[config.mk]
export PLATFORM = sky130hd
export DESIGN_NAME = ovf_status_unit
export DESIGN_NICKNAME = d
export VERILOG_FILES = /design/src/rtl/ovf_pkg.sv /design/src/rtl/ovf_detect.sv /design/src/rtl/ovf_access_gate.sv /design/src/rtl/ovf_flag_bank.sv /design/src/rtl/ovf_status_unit.sv
export SDC_FILE = /design/constraint.sdc
export NUM_CORES = 1
export LEC_CHECK = 0
export BUFFER_PORTS_ARGS = -buffer_cell sky130_fd_sc_hd__buf_4
export CORE_AREA = 3 3 222 224
export DETAILED_ROUTE_END_ITERATION = 7
export DIE_AREA = 0 0 225 227
export PLACE_DENSITY = 0.34
export RECOVER_POWER = 50
export SETUP_SLACK_MARGIN = 0.02
export SLEW_MARGIN = 25
export SYNTH_ARGS = -nofsm -noshare
export SYNTH_HDL_FRONTEND = slang
export SYNTH_HIERARCHICAL = 1
export SYNTH_SLANG_ARGS = --single-unit
[constraint.sdc]
create_clock -name clk -period 2.47 [get_ports clk]
set_input_delay 0.494 -clock clk [delete_from_list [all_inputs] [get_ports clk]]
set_output_delay 0.494 -clock clk [all_outputs]
set_load 0.02 [all_outputs]
[src/rtl/ovf_pkg.sv]
// Shared types and constants for the counter overflow flag unit.
// Assumes a 32-bit status word with the cycle counter flag at the top bit.
package ovf_pkg;
    localparam int unsigned STATUS_W = 32;
    localparam int unsigned CNT_W    = 64;
    localparam int unsigned CYC_BIT  = 31;

    // Outcome of the bus access gate.
    typedef enum logic [1:0] {
        ACC_DENY = 2'd0,
        ACC_RO   = 2'd1,
        ACC_RW   = 2'd2
    } acc_mode_e;
endpackage

[src/rtl/ovf_detect.sv]
// Wrap detector for one counter. It takes the counter value before the
// increment and reports an unsigned carry out of the chosen width.
// Assumes the counter advances by exactly one for each increment pulse.
module ovf_detect #(
    parameter int unsigned WIDTH = 64
) (
    input  logic             inc,
    input  logic [WIDTH-1:0] val,
    input  logic             long_mode,
    output logic             ovf
);
    localparam int unsigned HALF = WIDTH / 2;

    // A carry leaves the selected width only when every bit of that width is set.
    always_comb begin
        if (long_mode) ovf = inc & (&val);
        else           ovf = inc & (&val[HALF-1:0]);
    end
endmodule

[src/rtl/ovf_access_gate.sv]
// Bus access gate. It combines the power, lock and permission inputs into
// deny, read-only or read-write. Assumes all inputs are steady in the access cycle.
module ovf_access_gate
    import ovf_pkg::*;
(
    input  logic      core_pwr,
    input  logic      dbl_lock,
    input  logic      os_lock,
    input  logic      ext_allow,
    input  logic      sw_lock,
    output acc_mode_e mode
);
    logic open_path;

    // Access is possible only with power on, both locks clear and permission given.
    always_comb begin
        open_path = core_pwr & ~dbl_lock & ~os_lock & ext_allow;
        if (!open_path)   mode = ACC_DENY;
        else if (sw_lock) mode = ACC_RO;
        else              mode = ACC_RW;
    end
endmodule

[src/rtl/ovf_flag_bank.sv]
// Sticky flag register. Clears act only on the previous value, so a set from
// an overflow or a write in the same cycle wins. Bits with no counter behind
// them stay 0.
module ovf_flag_bank
    import ovf_pkg::*;
#(
    parameter int unsigned NUM_EVT = 6
) (
    input  logic                clk,
    input  logic                rst_n,
    input  logic [STATUS_W-1:0] ovf_in,
    input  logic [STATUS_W-1:0] set_in,
    input  logic [STATUS_W-1:0] clr_in,
    output logic [STATUS_W-1:0] flags
);
    localparam logic [STATUS_W-1:0] IMPL_MASK =
        (STATUS_W'(1) << CYC_BIT) | ((STATUS_W'(1) << NUM_EVT) - STATUS_W'(1));

    logic [STATUS_W-1:0] flags_d;

    // Next state: keep the bits not cleared, then add every new set.
    always_comb flags_d = ((flags & ~clr_in) | ovf_in | set_in) & IMPL_MASK;

    // Flag storage with synchronous reset.
    always_ff @(posedge clk) begin
        if (!rst_n) flags <= '0;
        else        flags <= flags_d;
    end
endmodule

[src/rtl/ovf_status_unit.sv]
// Top of the counter overflow flag unit. It wraps the per-counter detectors,
// the access gate and the flag bank, and answers bus accesses one cycle late.
// Assumes 1 <= NUM_EVT <= 31 and a single-cycle request bus.
module ovf_status_unit
    import ovf_pkg::*;
#(
    parameter int unsigned NUM_EVT    = 6,
    parameter int unsigned ADDR_W     = 12,
    parameter logic [11:0] STATUS_OFS = 12'hCC0
) (
    input  logic                   clk,
    input  logic                   rst_n,
    input  logic                   cyc_inc,
    input  logic [63:0]            cyc_val,
    input  logic                   cyc_long,
    input  logic [NUM_EVT-1:0]     evt_inc,
    input  logic [64*NUM_EVT-1:0]  evt_val,
    input  logic                   evt_long,
    input  logic [31:0]            clr,
    input  logic                   req,
    input  logic [ADDR_W-1:0]      addr,
    input  logic                   we,
    input  logic [31:0]            wdata,
    input  logic                   core_pwr,
    input  logic                   dbl_lock,
    input  logic                   os_lock,
    input  logic                   ext_allow,
    input  logic                   sw_lock,
    output logic [31:0]            rd_data,
    output logic                   rd_err
);
    localparam int unsigned SPARE = STATUS_W - 1 - NUM_EVT;

    logic [STATUS_W-1:0] ovf_vec;
    logic [STATUS_W-1:0] set_vec;
    logic [STATUS_W-1:0] flag_q;
    logic                cyc_ovf;
    logic [NUM_EVT-1:0]  evt_ovf;
    acc_mode_e           mode;
    logic                hit;

    ovf_detect #(.WIDTH(CNT_W)) i_cyc_det (
        .inc(cyc_inc), .val(cyc_val), .long_mode(cyc_long), .ovf(cyc_ovf)
    );

    for (genvar g = 0; g < NUM_EVT; g++) begin : g_evt
        ovf_detect #(.WIDTH(CNT_W)) i_evt_det (
            .inc(evt_inc[g]), .val(evt_val[CNT_W*g +: CNT_W]),
            .long_mode(evt_long), .ovf(evt_ovf[g])
        );
    end

    // Gather the overflow pulses into status-word order.
    if (SPARE > 0) begin : g_spare
        always_comb ovf_vec = {cyc_ovf, {SPARE{1'b0}}, evt_ovf};
    end else begin : g_full
        always_comb ovf_vec = {cyc_ovf, evt_ovf};
    end

    ovf_access_gate i_gate (
        .core_pwr(core_pwr), .dbl_lock(dbl_lock), .os_lock(os_lock),
        .ext_allow(ext_allow), .sw_lock(sw_lock), .mode(mode)
    );

    // Address decode and the write-one-to-set mask.
    always_comb begin
        hit     = req && (addr == STATUS_OFS[ADDR_W-1:0]);
        set_vec = (hit && we && mode == ACC_RW) ? wdata : '0;
    end

    ovf_flag_bank #(.NUM_EVT(NUM_EVT)) i_bank (
        .clk(clk), .rst_n(rst_n), .ovf_in(ovf_vec), .set_in(set_vec),
        .clr_in(clr), .flags(flag_q)
    );

    // Registered response: flags before this cycle's update, or an error.
    always_ff @(posedge clk) begin
        if (!rst_n) begin
            rd_data <= '0;
            rd_err  <= 1'b0;
        end else begin
            rd_data <= (hit && mode != ACC_DENY) ? flag_q : '0;
            rd_err  <= hit && mode == ACC_DENY;
        end
    end
endmodule

Word level (Yosys, flattened, before mapping)
Cells that the tools add are included.

operators by class
  bitwise operators = 23
  reduce and logical (&&, ||, !) cells = 22
  multiplexer cells = 10
  eq/ne operators = 2

operators by type and width
  cell                                    count
  AND reduction 64 bit                    7
  AND reduction 32 bit                    7
  bitwise OR 32 bit                       2
  AND 32 bit                              1
  two-way mux 32 bit                      1
  inverter 32 bit                         1
  AND 1 bit                               17
  == test 12 bit (second input constant)  1
  two-way mux 1 bit                       7
  logical AND 1 bit                       5
  two-way mux 2 bit                       2
  == test 2 bit (second input constant)   1
  logical NOT 2 bit                       1
  inverter 1 bit                          2
  AND reduction 2 bit                     1
  nonzero test 2 bit                      1

word-level totals
  word-level logic and storage cells = 61
  input port bits = 542
  output and inout bits = 33
  register bits = 65

Logic depth before layout (Yosys ltp)
Gate-level depths: netlist of run 1.

  depth in word-level cells = 9
  depth in mapped cells = 7
  mapped depth without buffers = 5

By module
Netlist of run 1, hierarchy kept.

modules (own cells, without submodules)
  module           area each (µm²)  seq. area each (µm²)  instances  cells each
  ovf_status_unit  1,625.3          660.6                 1          161
  ovf_detect       142.6            0.0                   7          24
  ovf_flag_bank    436.7            140.1                 1          47
  ovf_access_gate  28.8             0.0                   1          3

Least setup slack after synthesis of run 1
No wires, ideal clock.

  path kind = input to register
  from = input addr[1]
  to = register i_bank.flags[5]
  stages on the path = 6
  arrival = 2,200 ps
  slack = 211 ps
  buffers on the path = 2
  setup time = 59 ps
  data required time = 2,411 ps
  path through = or4_4 -> or4_4 -> buf_6 -> buf_12 -> nor4_2 -> o31a_1

between the ends
  cells in the longest elaborated chain, start to end = 6

RTL lines
  element                         RTL line               text
  from (decl)                     ovf_status_unit.sv:21  input logic [ADDR_W-1:0] addr,
  == test 12 bit                  ovf_status_unit.sv:67  hit = req && (addr == STATUS_OFS[ADDR_W-1:0]);
  logical AND 1 bit               ovf_status_unit.sv:67
  logical AND 1 bit (2 in a row)  ovf_status_unit.sv:68  set_vec = (hit && we && mode == ACC_RW) ? wdata : '0;
  two-way mux 32 bit              ovf_status_unit.sv:68
  net set_vec[5]                  ovf_status_unit.sv:35  logic [STATUS_W-1:0] set_vec;
  bitwise OR 32 bit               ovf_flag_bank.sv:22    always_comb flags_d = ((flags & ~clr_in) | ovf_in | set_in) & IMPL_MASK;
  to (signal assigned)            ovf_flag_bank.sv:27    else flags <= flags_d;
  to (decl)                       ovf_flag_bank.sv:14    output logic [STATUS_W-1:0] flags

The timed path passes the listed nets, and every way through them passes these cells.
A chain may end at the register's enable or synchronous reset.

Worst setup path after layout of run 1
  from = input addr[1]
  to = register i_bank.flags[31]

The elaborated chain is that of the path after synthesis.

==> results of run 1 <==
[registers in the layout, indices dropped and copies added (netlist names)]
| signal | cells |
|---|---|
| i_bank/flags | 7 |
| rd_err | 1 |
| rd_data | 32 |
[layer usage]
metal | share of wire (%) | routed length [um] | vias to the layer above
met1 | 32 | 8019 | 2073
met3 | 12 | 3020 | 30
li1 | - | - | 2321
met5 | 0.29 | 71 | -
met4 | 1.8 | 436 | 12
met2 | 53 | 13150 | 341
[final cells by class]
class,count,area [um^2]
Sequential cell,40,800.8
Clock inverter,3,42.54
Clock buffer,5,125.1
Tap cell,615,769.5
Multi-Input combinational cell,266,1633
Timing Repair Buffer,536,3946
Antenna cell,4,10.01
Fill cell,5452,40220
[critical path, cell delays in order]
cell and delay [ns]:
buf_4 0.11, or4_4 0.58, or4_4 0.62, nor4_1 0.33
o31a_1 0.16
[report_power, final]
group	internal [uW]	total [uW]	switching, uW
Clock	475	755	280
Sequential	645	645	0.000801
Combinational	511	694	183
[worst min-delay path by stage]
stage,start,to,slack (ns),depth (start not counted)
after CTS,i_bank/flags[3],rd_data[3],0.48,1
after floorplan,i_bank/flags[0],rd_data[0],0.44,1
after detailed placement,i_bank/flags[4],rd_data[4],0.46,1
after global routing,i_bank/flags[3],rd_data[3],0.48,1
final,i_bank/flags[3],rd_data[3],0.47,1
after global placement,i_bank/flags[1],rd_data[1],0.46,1
[through the flow]
step	utilization (%)	instances	setup WS (ns)	hold WS (ns)
after floorplan	-	349	0.2424	0.4444
after global placement	15.23	1457	0.1274	0.4552
after detailed placement	15.23	1457	0.1056	0.4621
after CTS	15.58	1465	0.4055	0.4783
after global routing	15.40	1467	0.3418	0.4840
final	15.41	1469	0.4015	0.4744
[layout by cell type, fill, tap and decap left out]
cell and count:
buf_4 511, nand4_1 105, dfxtp_1 40, and3_1 39, nor4_1 29, conb_1 25
clkbuf_1 24, nand2_1 23, nand3_1 7, a21oi_1 7, nor2b_1 7, o31a_1 7
nor4_2 5, clkbuf_16 5, diode_2 4, or4_4 2, nor4_4 2, or4b_2 1
nand2b_1 1, nand4b_1 1, or2_2 1, nor3b_1 1, bufinv_16 1, clkinv_2 1
clkinvlp_4 1, and4bb_2 1, and2_2 1, and2b_2 1, buf_12 1
==> metrics.md, run 1 <==
| Metric | Value |
|---|---|
| Routing usage on met2 | 17.57% |
| Synth Warn # | 6 |
| Outcome | completed |
| Clk_lat worst skew | 0.29 ns |
| Critical Path End | i_bank/flags[31] |
| Initial antenna violation count | 14 |
| CP Launch Type | input port |
| Final Skew | 0.004810 ns |
| Grt ovf | 0 |
| Fin. max-slew vios | 0 |
| WS Path Type | in -> reg |
| DRC | 0 |
| Synthesized cell area | 0.002640 mm^2 |
| Setup TNS | 0 ns |
| Crit path DAT | 2.30 ns |
| CTS tree | done |
| Routed WL | 24,700 um |
| Core area | 0.04755 mm^2 |
| Grt peak-use layer | met2 |
| Die ar. | 0.05108 mm^2 |
| Syn-to-layout area delta | 177.5% |
| Maximum vdd drop | 0.2361 mV |
| Post-CTS resize count | 0 |
| Critical Path Start | addr[1] |
| CP required | 2.70 ns |
| Slew @ Worst Pin | 0.5924 ns |
| Worst relative slew slack | 60.14% |
| Vias in the first global route | 5,114 |
| I/O pin total | 575 |
| First-pass GRT wire length | 31,680 um |
| CTS H-tree depth | 2 |
| Total power | 2095 uW |
| Rows | 80 |
| Drt wl/cell | 16.81 um |
| R2r setup slk | 1.69 ns |
| Clk sinks | 40 |
| Mapped Cells | 325 |
| Final hold vios | 0 |
| Bufs on Longest Clock Path | 2 |
| FMAX | 483.4 MHz |
| Met1 GRT Util | 8.307% |
| CTS root buffer | clkbuf_16 |
| I/O Buffers | 524 |
| Post-DP Area | 0.007239 mm^2 |
| Global Route Usage Sum | 8.752% |
| RePlAce Congestion | 0.8427 |
| Max Cap Violations | 0 |
| Leakage | 0.003386 uW |
| # setup viols final | 0 |
| R2R depth | 2 |
| GR Util met3 | 3.340% |
| DR pass1 iterations | 4 |
| TritonCTS buffer count | 5 |
| DP Wirelength | 22,970 um |
| Synth Area per Inst | 8.123 um^2 |
| Largest net degree at the start of global routing | 34 |
| Hold crit path type | reg -> reg |
| Die width | 225 um |
| Vias | 4,777 |
| 1st-iter DRT viols | 95 |
| Clock transition at the registers of the reported paths | 0.07 ns |
| Starting density of the core | 5.553% |
| Period minus WS final | 2.068 ns |
| Postcts setup bufs | 0 |
| Net count, final | 1,391 |
| Worst r2r src | i_bank/flags[2] |
| RSZ-0062 raised after global routing | no |
| Critical Path Fanout Max | 7 |
| Final Cycle Share | 83.74% |
| PwrDens | 285.9 mW/mm^2 |
| Layout cells sized above 1 | 62.82% |
| Reg-to-reg endpoint | i_bank/flags[2] |
| Post-DRT Antenna Nets | 0 |
| Die height | 227 um |
| Post-route cell area | 0.007327 mm^2 |
| Vias per inst | 3.252 |
| Cts hold-fix bufs | 0 |
| Critical Path End Type | flip-flop |
Power figures use the tool's default switching activity.
==> inputs of run 2 (changes only) <==
Settings changed: PLACE_DENSITY 0.34 to 0.35.
Clock period 2.47 ns to 1.85 ns, I/O delays scaled along.
==> metrics.md, run 2 (synthesis results as in run 1) <==
| Metric | Value |
|---|---|
| Final hold vios | 0 |
| CP dominant cell by count | or4_4 |
| Clk_lat worst skew | 0.28 ns |
| Cells after DPL | 1,464 |
| Hold path depth | 2 |
| Layout cells sized above 1 | 63.36% |
| Critical Path End Type | flip-flop |
| Rows | 80 |
| First-pass GRT wire length | 34,310 um |
| Worst r2r src | i_bank/flags[2] |
| Final Cycle Share | 93.18% |
| DP Wirelength | 25,120 um |
| Leakage | 0.003431 uW |
| Drt wl/cell | 18.29 um |
| CP top delay family | simple AND/OR/NAND/NOR gates |
| Crit path DAT | 1.95 ns |
| DR pass1 iterations | 4 |
| Place WS | -0.2843 ns |
| DRC | 0 |
| CP Launch Type | input port |
| Syn-to-layout area delta | 180.6% |
| Worst-path cell with the longest stage delay | or4_4 |
| PwrDens | 382.1 mW/mm^2 |
| R2r setup slk | 0.99 ns |
| Commonest non-fill, non-tap cell in the layout | buf_4 |
| Largest stage delay on the critical path | 0.57 ns |
| Final Non-Filler Cells | 1,480 |
| TritonCTS buffer count | 5 |
| Clk sinks | 40 |
| Outcome | completed |
| FMAX | 580.1 MHz |
| CTS H-tree depth | 2 |
| RSZ-0062 raised after global routing | no |
| Vias per inst | 3.298 |
| CP cell instances | buf_4, or4_4, or4_4, nor4_2, o31a_1 |
| Postcts setup bufs | 0 |
| Core area | 0.04755 mm^2 |
| Clock transition at the registers of the reported paths | 0.07 ns |
| Die height | 227 um |
| Hold worst-path end | i_bank/flags[2] |
| Die ar. | 0.05108 mm^2 |
| Final critical-path setup slack | 0.1262 ns |
| Multi-input gate area | 0.001648 mm^2 |
| Post-DRT Antenna Nets | 0 |
| Most frequent cells in the layout | 518 x buf_4, 105 x nand4_1, 40 x dfxtp_1 |
| I/O pin total | 575 |
| CTS tree | done |
| Fin. max-slew vios | 0 |
| Die width | 225 um |
| RePlAce Congestion | 0.9174 |
| Reg-to-reg endpoint | i_bank/flags[2] |
| Max FFs per register | 32 |
| CTS root buffer | clkbuf_16 |
| Post-CTS resize count | 0 |
| I/O Buffers | 524 |
| Vias | 4,881 |
| Maximum vdd drop | 0.3017 mV |
| Vias in the first global route | 5,294 |
| 1st-iter DRT viols | 144 |
| Global Route Usage Sum | 9.646% |
| Routed WL | 27,070 um |
| R2R depth | 2 |
| Largest regs | rd_data x32, i_bank/flags x7, rd_err x1 |
| CP required | 2.08 ns |
| Worst path buffer plus inverter count | 1 |
| Setup TNS | 0 ns |
| Grt ovf | 0 |
| Period minus WS final | 1.724 ns |
| Net count, final | 1,398 |
| Fillers | 5,447 |
| Storage cell area | 800.8 um^2 |
| WS Path Type | in -> reg |
| Hold path startpoint | rst_n |
| Max Cap Violations | 0 |
| Cts hold-fix bufs | 0 |
| Initial antenna violation count | 16 |
| Final Skew | 0.004340 ns |
| Critical Path Fanout Max | 7 |
| Starting density of the core | 5.553% |
| Most flop-heavy register | rd_data |
| Hold crit path type | in -> reg |
| Largest net degree at the start of global routing | 20 |
| Bufs on Longest Clock Path | 2 |
| # setup viols final | 0 |
run 2: cell types whose count changed in the layout (fill, tap and decap cells not counted), sizes merged:
cell / change
buf: +7
diode: +4
clkinv: -1
inv: +1
run 2: cell type report:
| cell class | instances | share of cell area (%) |
|---|---|---|
| clock inverter | 3 | 0.6249 |
| clock buffer | 5 | 1.689 |
| antenna | 8 | 0.2702 |
| multi-input combinational | 266 | 22.24 |
| sequential | 40 | 10.81 |
| timing repair buffer | 543 | 53.98 |
| tap | 615 | 10.39 |
run 2: metal layers:
layer | share of wire (%) | up-vias | global-route usage, %
met5 | 0.27 | - | 0
met2 | 51 | 359 | 19.10
li1 | - | 2341 | -
met4 | 2.8 | 12 | 2.420
met1 | 34 | 2130 | 9.434
met3 | 12 | 39 | 3.572
run 2: repair_timing:
action,in CTS,in global routing
pin swaps,1,1
endpoints found under the setup margin,1,2
gates cloned,0,0
run 2: per-stage QoR:
step | hold slack, ns | utilization, % | instance area, um^2 | power, uW
floorplan | 0.4444 | - | 2753 | 991.2
CTS | 0.3828 | 15.73 | 7478 | 2886
finish | 0.3936 | 15.58 | 7408 | 2831
global route | 0.3894 | 15.57 | 7401 | 2958
detailed placement | 0.4545 | 15.37 | 7307 | 1844
global placement | 0.4572 | 15.37 | 7307 | 1832
run 2: report_power, final:
group	switching, uW	internal (uW)	total [uW]	leakage [uW]
Sequential	0.00178	861	861	0.000322
Clock	376	641	1020	0.0000805
Combinational	263	691	953	0.00303
run 2: how the worst max path moves through the flow:
stage	startpoint	to	slack (ns)	cells after the start
6_report	addr[4]	i_bank/flags[4]	0.13	5
5_1_grt	addr[4]	i_bank/flags[5]	0.07	5
4_1_cts	addr[4]	i_bank/flags[4]	0.07	5
3_5_place_dp	addr[4]	i_bank/flags[4]	-0.28	5
3_3_place_gp	addr[4]	i_bank/flags[4]	-0.26	5
2_1_floorplan	addr[4]	i_bank/flags[3]	-0.16	6
